$ cat config.mk
export PLATFORM = sky130hd
export DESIGN_NAME = gpio_edge_bank
export DESIGN_NICKNAME = d
export VERILOG_FILES = /design/src/rtl/gpio_edge_bank_pkg.sv /design/src/rtl/gpio_bank_sync.sv /design/src/rtl/gpio_bank_edge.sv /design/src/rtl/gpio_bank_regs.sv /design/src/rtl/gpio_edge_bank.sv
export SDC_FILE = /design/constraint.sdc
export NUM_CORES = 1
export LEC_CHECK = 0
export ABC_AREA = 1
export ABC_CLOCK_PERIOD_IN_PS = 1600
export BUFFER_PORTS_ARGS = -buffer_cell sky130_fd_sc_hd__buf_2
export CORE_UTILIZATION = 62
export DETAILED_ROUTE_END_ITERATION = 10
export PLACE_DENSITY_LB_ADDON = 0.1
export SYNTH_ARGS = -nofsm -noshare
export SYNTH_HDL_FRONTEND = slang
export SYNTH_SLANG_ARGS = --single-unit
export TNS_END_PERCENT = 30
$ cat constraint.sdc
create_clock -name clk -period 1.6 [get_ports clk]
set_input_delay 0.16 -clock clk [delete_from_list [all_inputs] [get_ports clk]]
set_output_delay 0.16 -clock clk [all_outputs]
set_load 0.005 [all_outputs]
$ cat src/rtl/gpio_edge_bank_pkg.sv
package gpio_edge_bank_pkg;

  localparam int unsigned OFFSET_W = 8;

  localparam logic [OFFSET_W-1:0] OFF_LEVEL = 8'h00;
  localparam logic [OFFSET_W-1:0] OFF_DIR   = 8'h0C;
  localparam logic [OFFSET_W-1:0] OFF_SET   = 8'h18;
  localparam logic [OFFSET_W-1:0] OFF_CLR   = 8'h24;
  localparam logic [OFFSET_W-1:0] OFF_RISE  = 8'h30;
  localparam logic [OFFSET_W-1:0] OFF_FALL  = 8'h3C;
  localparam logic [OFFSET_W-1:0] OFF_STAT  = 8'h48;
  localparam logic [OFFSET_W-1:0] OFF_RPT   = 8'h9C;

  typedef enum logic [3:0] {
    SEL_NONE,
    SEL_LEVEL,
    SEL_DIR,
    SEL_SET,
    SEL_CLR,
    SEL_RISE,
    SEL_FALL,
    SEL_STAT,
    SEL_RPT
  } reg_sel_e;

  function automatic reg_sel_e decode_offset(input logic [OFFSET_W-1:0] a);
    reg_sel_e s;
    case (a)
      OFF_LEVEL: s = SEL_LEVEL;
      OFF_DIR:   s = SEL_DIR;
      OFF_SET:   s = SEL_SET;
      OFF_CLR:   s = SEL_CLR;
      OFF_RISE:  s = SEL_RISE;
      OFF_FALL:  s = SEL_FALL;
      OFF_STAT:  s = SEL_STAT;
      OFF_RPT:   s = SEL_RPT;
      default:   s = SEL_NONE;
    endcase
    return s;
  endfunction

endpackage

$ cat src/rtl/gpio_bank_sync.sv
module gpio_bank_sync #(
  parameter int unsigned WIDTH = 32
) (
  input  logic             clk,
  input  logic             rst_n,
  input  logic [WIDTH-1:0] async_in,
  output logic [WIDTH-1:0] sync_out
);

  logic [WIDTH-1:0] stage1_q;
  logic [WIDTH-1:0] stage2_q;

  always_ff @(posedge clk or negedge rst_n) begin
    if (!rst_n) begin
      stage1_q <= '0;
      stage2_q <= '0;
    end else begin
      stage1_q <= async_in;
      stage2_q <= stage1_q;
    end
  end

  assign sync_out = stage2_q;

endmodule

$ cat src/rtl/gpio_bank_edge.sv
module gpio_bank_edge #(
  parameter int unsigned WIDTH = 32
) (
  input  logic             clk,
  input  logic             rst_n,
  input  logic [WIDTH-1:0] level,
  input  logic [WIDTH-1:0] rise_en,
  input  logic [WIDTH-1:0] fall_en,
  input  logic [WIDTH-1:0] clr_bits,
  output logic [WIDTH-1:0] rise_ev,
  output logic [WIDTH-1:0] fall_ev,
  output logic [WIDTH-1:0] edge_ev,
  output logic [WIDTH-1:0] status
);

  logic [WIDTH-1:0] prev_q;
  logic [WIDTH-1:0] status_q;

  // New events win over a simultaneous write-one-to-clear.
  function automatic logic [WIDTH-1:0] sticky_next(
    input logic [WIDTH-1:0] cur,
    input logic [WIDTH-1:0] clr,
    input logic [WIDTH-1:0] ev
  );
    return (cur & ~clr) | ev;
  endfunction

  always_comb begin
    rise_ev = level & ~prev_q & rise_en;
    fall_ev = ~level & prev_q & fall_en;
    edge_ev = rise_ev | fall_ev;
  end

  always_ff @(posedge clk or negedge rst_n) begin
    if (!rst_n) begin
      prev_q   <= '0;
      status_q <= '0;
    end else begin
      prev_q   <= level;
      status_q <= sticky_next(status_q, clr_bits, edge_ev);
    end
  end

  assign status = status_q;

endmodule

$ cat src/rtl/gpio_bank_regs.sv
module gpio_bank_regs #(
  parameter int unsigned     WIDTH   = 32,
  parameter logic [WIDTH-1:0] DIR_INV = '0
) (
  input  logic             clk,
  input  logic             rst_n,
  input  logic             wr_dir,
  input  logic             wr_set,
  input  logic             wr_clr,
  input  logic             wr_rise,
  input  logic             wr_fall,
  input  logic             wr_rpt,
  input  logic [WIDTH-1:0] wdata,
  output logic [WIDTH-1:0] dir_q,
  output logic [WIDTH-1:0] latch_q,
  output logic [WIDTH-1:0] rise_en_q,
  output logic [WIDTH-1:0] fall_en_q,
  output logic [WIDTH-1:0] rpt_mask_q,
  output logic [WIDTH-1:0] oe
);

  function automatic logic [WIDTH-1:0] latch_next(
    input logic [WIDTH-1:0] cur,
    input logic [WIDTH-1:0] set_bits,
    input logic [WIDTH-1:0] clr_bits
  );
    return (cur | set_bits) & ~clr_bits;
  endfunction

  function automatic logic [WIDTH-1:0] dir_to_oe(input logic [WIDTH-1:0] d);
    return d ^ DIR_INV;
  endfunction

  logic [WIDTH-1:0] set_bits;
  logic [WIDTH-1:0] clr_bits;

  assign set_bits = wr_set ? wdata : '0;
  assign clr_bits = wr_clr ? wdata : '0;

  always_ff @(posedge clk or negedge rst_n) begin
    if (!rst_n) begin
      dir_q      <= '0;
      latch_q    <= '0;
      rise_en_q  <= '0;
      fall_en_q  <= '0;
      rpt_mask_q <= '0;
    end else begin
      latch_q <= latch_next(latch_q, set_bits, clr_bits);
      if (wr_dir)  dir_q      <= wdata;
      if (wr_rise) rise_en_q  <= wdata;
      if (wr_fall) fall_en_q  <= wdata;
      if (wr_rpt)  rpt_mask_q <= wdata;
    end
  end

  assign oe = dir_to_oe(dir_q);

endmodule

$ cat src/rtl/gpio_edge_bank.sv
module gpio_edge_bank
  import gpio_edge_bank_pkg::*;
#(
  parameter int unsigned      WIDTH   = 32,
  parameter logic [WIDTH-1:0] DIR_INV = '0
) (
  input  logic                clk,
  input  logic                rst_n,
  input  logic                bus_we,
  input  logic [OFFSET_W-1:0] bus_addr,
  input  logic [WIDTH-1:0]    bus_wdata,
  output logic [WIDTH-1:0]    bus_rdata,
  input  logic [WIDTH-1:0]    pad_in,
  output logic [WIDTH-1:0]    gpio_out,
  output logic [WIDTH-1:0]    gpio_oe,
  output logic                irq
);

  reg_sel_e         sel;
  logic [WIDTH-1:0] pin_level;
  logic [WIDTH-1:0] dir_q, latch_q, rise_en_q, fall_en_q, rpt_mask_q;
  logic [WIDTH-1:0] rise_ev, fall_ev, edge_ev, status;
  logic [WIDTH-1:0] stat_clr;
  logic             wr_stat;
  logic             irq_q;

  assign sel      = decode_offset(bus_addr);
  assign wr_stat  = bus_we && (sel == SEL_STAT);
  assign stat_clr = wr_stat ? bus_wdata : '0;

  gpio_bank_sync #(.WIDTH(WIDTH)) u_sync (
    .clk      (clk),
    .rst_n    (rst_n),
    .async_in (pad_in),
    .sync_out (pin_level)
  );

  gpio_bank_regs #(.WIDTH(WIDTH), .DIR_INV(DIR_INV)) u_regs (
    .clk        (clk),
    .rst_n      (rst_n),
    .wr_dir     (bus_we && (sel == SEL_DIR)),
    .wr_set     (bus_we && (sel == SEL_SET)),
    .wr_clr     (bus_we && (sel == SEL_CLR)),
    .wr_rise    (bus_we && (sel == SEL_RISE)),
    .wr_fall    (bus_we && (sel == SEL_FALL)),
    .wr_rpt     (bus_we && (sel == SEL_RPT)),
    .wdata      (bus_wdata),
    .dir_q      (dir_q),
    .latch_q    (latch_q),
    .rise_en_q  (rise_en_q),
    .fall_en_q  (fall_en_q),
    .rpt_mask_q (rpt_mask_q),
    .oe         (gpio_oe)
  );

  gpio_bank_edge #(.WIDTH(WIDTH)) u_edge (
    .clk      (clk),
    .rst_n    (rst_n),
    .level    (pin_level),
    .rise_en  (rise_en_q),
    .fall_en  (fall_en_q),
    .clr_bits (stat_clr),
    .rise_ev  (rise_ev),
    .fall_ev  (fall_ev),
    .edge_ev  (edge_ev),
    .status   (status)
  );

  always_comb begin
    case (sel)
      SEL_LEVEL: bus_rdata = pin_level;
      SEL_DIR:   bus_rdata = dir_q;
      SEL_RISE:  bus_rdata = rise_en_q;
      SEL_FALL:  bus_rdata = fall_en_q;
      SEL_STAT:  bus_rdata = status;
      SEL_RPT:   bus_rdata = rpt_mask_q;
      default:   bus_rdata = '0;
    endcase
  end

  always_ff @(posedge clk or negedge rst_n) begin
    if (!rst_n) irq_q <= 1'b0;
    else        irq_q <= |(status & rpt_mask_q);
  end

  assign gpio_out = latch_q;
  assign irq      = irq_q;

endmodule

==> results.md <==
* Register area share after synthesis at 56.7%
* Layout area overhead at 28.5%
* Core Region at 20,200 um^2
* Startpoint type of the worst setup path: flop
* Die Ht at 145 um
* Slew headroom at 68.8%
* DP HPWL at 22,500 um
* GPL Wtd Cong at 0.856
* Final Hold Viols at 0
* Sink Count at 289
* H-Tree Depth at 1
* Layout Skew at 0.0211 ns
* Post-synthesis net count at 1,635
* Slew @ Worst Pin at 0.468 ns
* GRT Total Usage at 35.9%
* Most Crowded Layer GR: met2
* Layout cells sized above 1 at 20.0%
* Worst path max stage delay at 0.42 ns
* GR Layer Usage met1 at 45.1%
* Worst Path Max Fanout at 3
* Fill cell count at 1,291
* CTS tree: yes
* Initial core utilization at 63.2%
* Worst Setup Slack post-DPL at 0.00151 ns
* R2r setup slk at 0.19 ns
* CTS clk-pin slew, worst paths at 0.06 ns
* WS Path Type: reg -> out
* Register bit count reported by yosys at 289
* Post-Syn Area at 12,700 um^2
* Max VDD drop at 1.05 mV
* Status: finished, violations left
* Commonest non-fill, non-tap cell in the layout: nand2_1
* Final period utilization at 102%
* DRC violations left at 0
* Vias in the first global route at 12.0k
* DR pass1 iterations at 6
* Final worst setup slack at -0.0281 ns
* Syn Area/Cell at 8.17 um^2
* Req. time, crit path at 1.44 ns
* Die X at 145 um
* CP Cell Sequence: nand3_2, nand2_2, nor2_4, nand2_1, buf_2
* Full die area at 21,100 um^2
* Post-route antenna net violation count at 0
* Pin count of the biggest net entering global routing at 51
* Average wire per standard cell at 17.7 um
* CTS root buf: clkbuf_16
* # setup viols final at 6
* CP max-delay cell: dfrtp_1
* Leakage at 8.52 nW
* Crit. End Element: output pin
* Initial DRC count at 1,038
* Global-route wire length before repair at 60,300 um
* Maxcap violations at 0
* Setup TNS at -0.0789 ns
* Yosys warnings at 0
* Io pins at 172
* Max Freq at 614 MHz
* Finished Layout Cells at 2,131
* Final worst path period need at 1.63 ns
* Clock Latency Late Sink at 0.56 ns
* Met3 Use GR at 5.02%
* Reg2Reg Capture Point: irq
* Layout Nets at 1,914
* Most frequent cells in the layout: 469 x nand2_1, 288 x dfrtp_1, 198 x inv_1, 170 x buf_2, 147 x o21ai_0
* Met2 Use GR at 62.8%
* N_diodes at 0
* Pins Over Slew Limit at 0
* Reg2Reg Launch Point: u_regs.rpt_mask_q[11]
* Pwr/cell area at 992 nW/um^2
* Total Power at 16.2 mW
* Antenna violations before repair at 0
* Inst Count DP at 1,985
* RSZ-0062 raised after global routing: true
* Worst hold path class: in -> async
* Via count at 12.0k
* Worst-case reg-to-reg path depth at 8
* Hold WS at 0.127 ns
* Total wire length at 37,800 um
* Grt ovf at 0
* CTS Buf Count at 30
* Synth cell types at 20
* Vias per cell at 5.61
* Failing checks: setup timing
* Cell row count at 52
* Port Buf Inserts at 171
* Crit path arrival time at 1.47 ns
* Longest Clk Path Bufs at 3
* Post-Syn Instances at 1,560
power by group:
part	switching, mW	internal, mW
combinational	0.836	0.548
clock	2.94	4.01
sequential	0.228	7.68
total	4.00	12.2
metrics by stage:
stage	utilization (%)	area, um^2
final	81.2	16400
after global routing	81.2	16400
after CTS	79.7	16100
after detailed placement	71.2	14400
after global placement	71.2	14400
after floorplan	-	12700
how the worst max path moves through the flow:
stage	from	end	depth (start not counted)
global placement	bus_addr[0]	bus_rdata[19]	11
floorplan	bus_addr[6]	bus_rdata[10]	9
detailed placement	bus_addr[0]	u_regs.rpt_mask_q[13]	8
CTS	u_regs.rise_en_q[11]	bus_rdata[11]	5
finish	u_edge.status[11]	bus_rdata[11]	5
global route	u_regs.rise_en_q[8]	bus_rdata[8]	5
cell usage after synthesis, drive strengths merged:
cell type,count,area [um^2]
inv,202,758
clkbuf,28,108
nand3,131,656
nor3,32,160
a21oi,35,175
nand2,477,1790
o21ai,160,801
buf,52,289
a31oi,31,194
dfrtp,289,7230
nand4,34,213
nor2,89,367
kinds of logic (layout without fill, tap and decap cells):
family                 Yosys count  count (layout)  share of synthesized area (%)
buffers and inverters          282             583                           9.06
AO/OA/AOI/OAI                  226             226                           9.18
AND/OR/NAND/NOR                763             763                           25.0
flip-flops                     289             289                           56.7
state kept, by name, summed over array words and instances, names as in the netlist:
register           cells
u_regs.rise_en_q      32
u_regs.dir_q          32
u_regs.rpt_mask_q     32
u_edge.status         32
irq                    1
u_regs.fall_en_q      32
u_sync.sync_out       32
u_regs.latch_q        32
u_edge.prev_q         32
u_sync.stage1_q       32
critical path: cells and delay by family (launching register included):
family / cells / cell delay [ns]
buffers and inverters: 1 / 0.14
flip-flops: 1 / 0.42
AND/OR/NAND/NOR: 4 / 0.36
per-layer routing:
metal	share of wire (%)	up-vias	wire length, um
li1	-	5507	-
met1	39	5744	14600
met4	3.3	0	1260
met2	50	603	19000
met5	0	-	0
met3	7.8	102	2940
final cells by class:
type	instances	area, um^2	area share, %
sequential	289	7230	44.2
multi-input combinational	989	4560	27.9
timing repair buffer	327	2490	15.2
clock buffer	42	886	5.41
inverter	202	758	4.63
tap	270	338	2.06
clock inverter	12	109	0.665
repair_timing:
item	in CTS	in global routing
gates resized for setup	9	45
setup endpoints to repair	16	31
endpoints found under the hold margin	513	0
hold buffers	65	0
buffers inserted	6	21
pin swaps	18	58
Power figures use the tool's default switching activity.
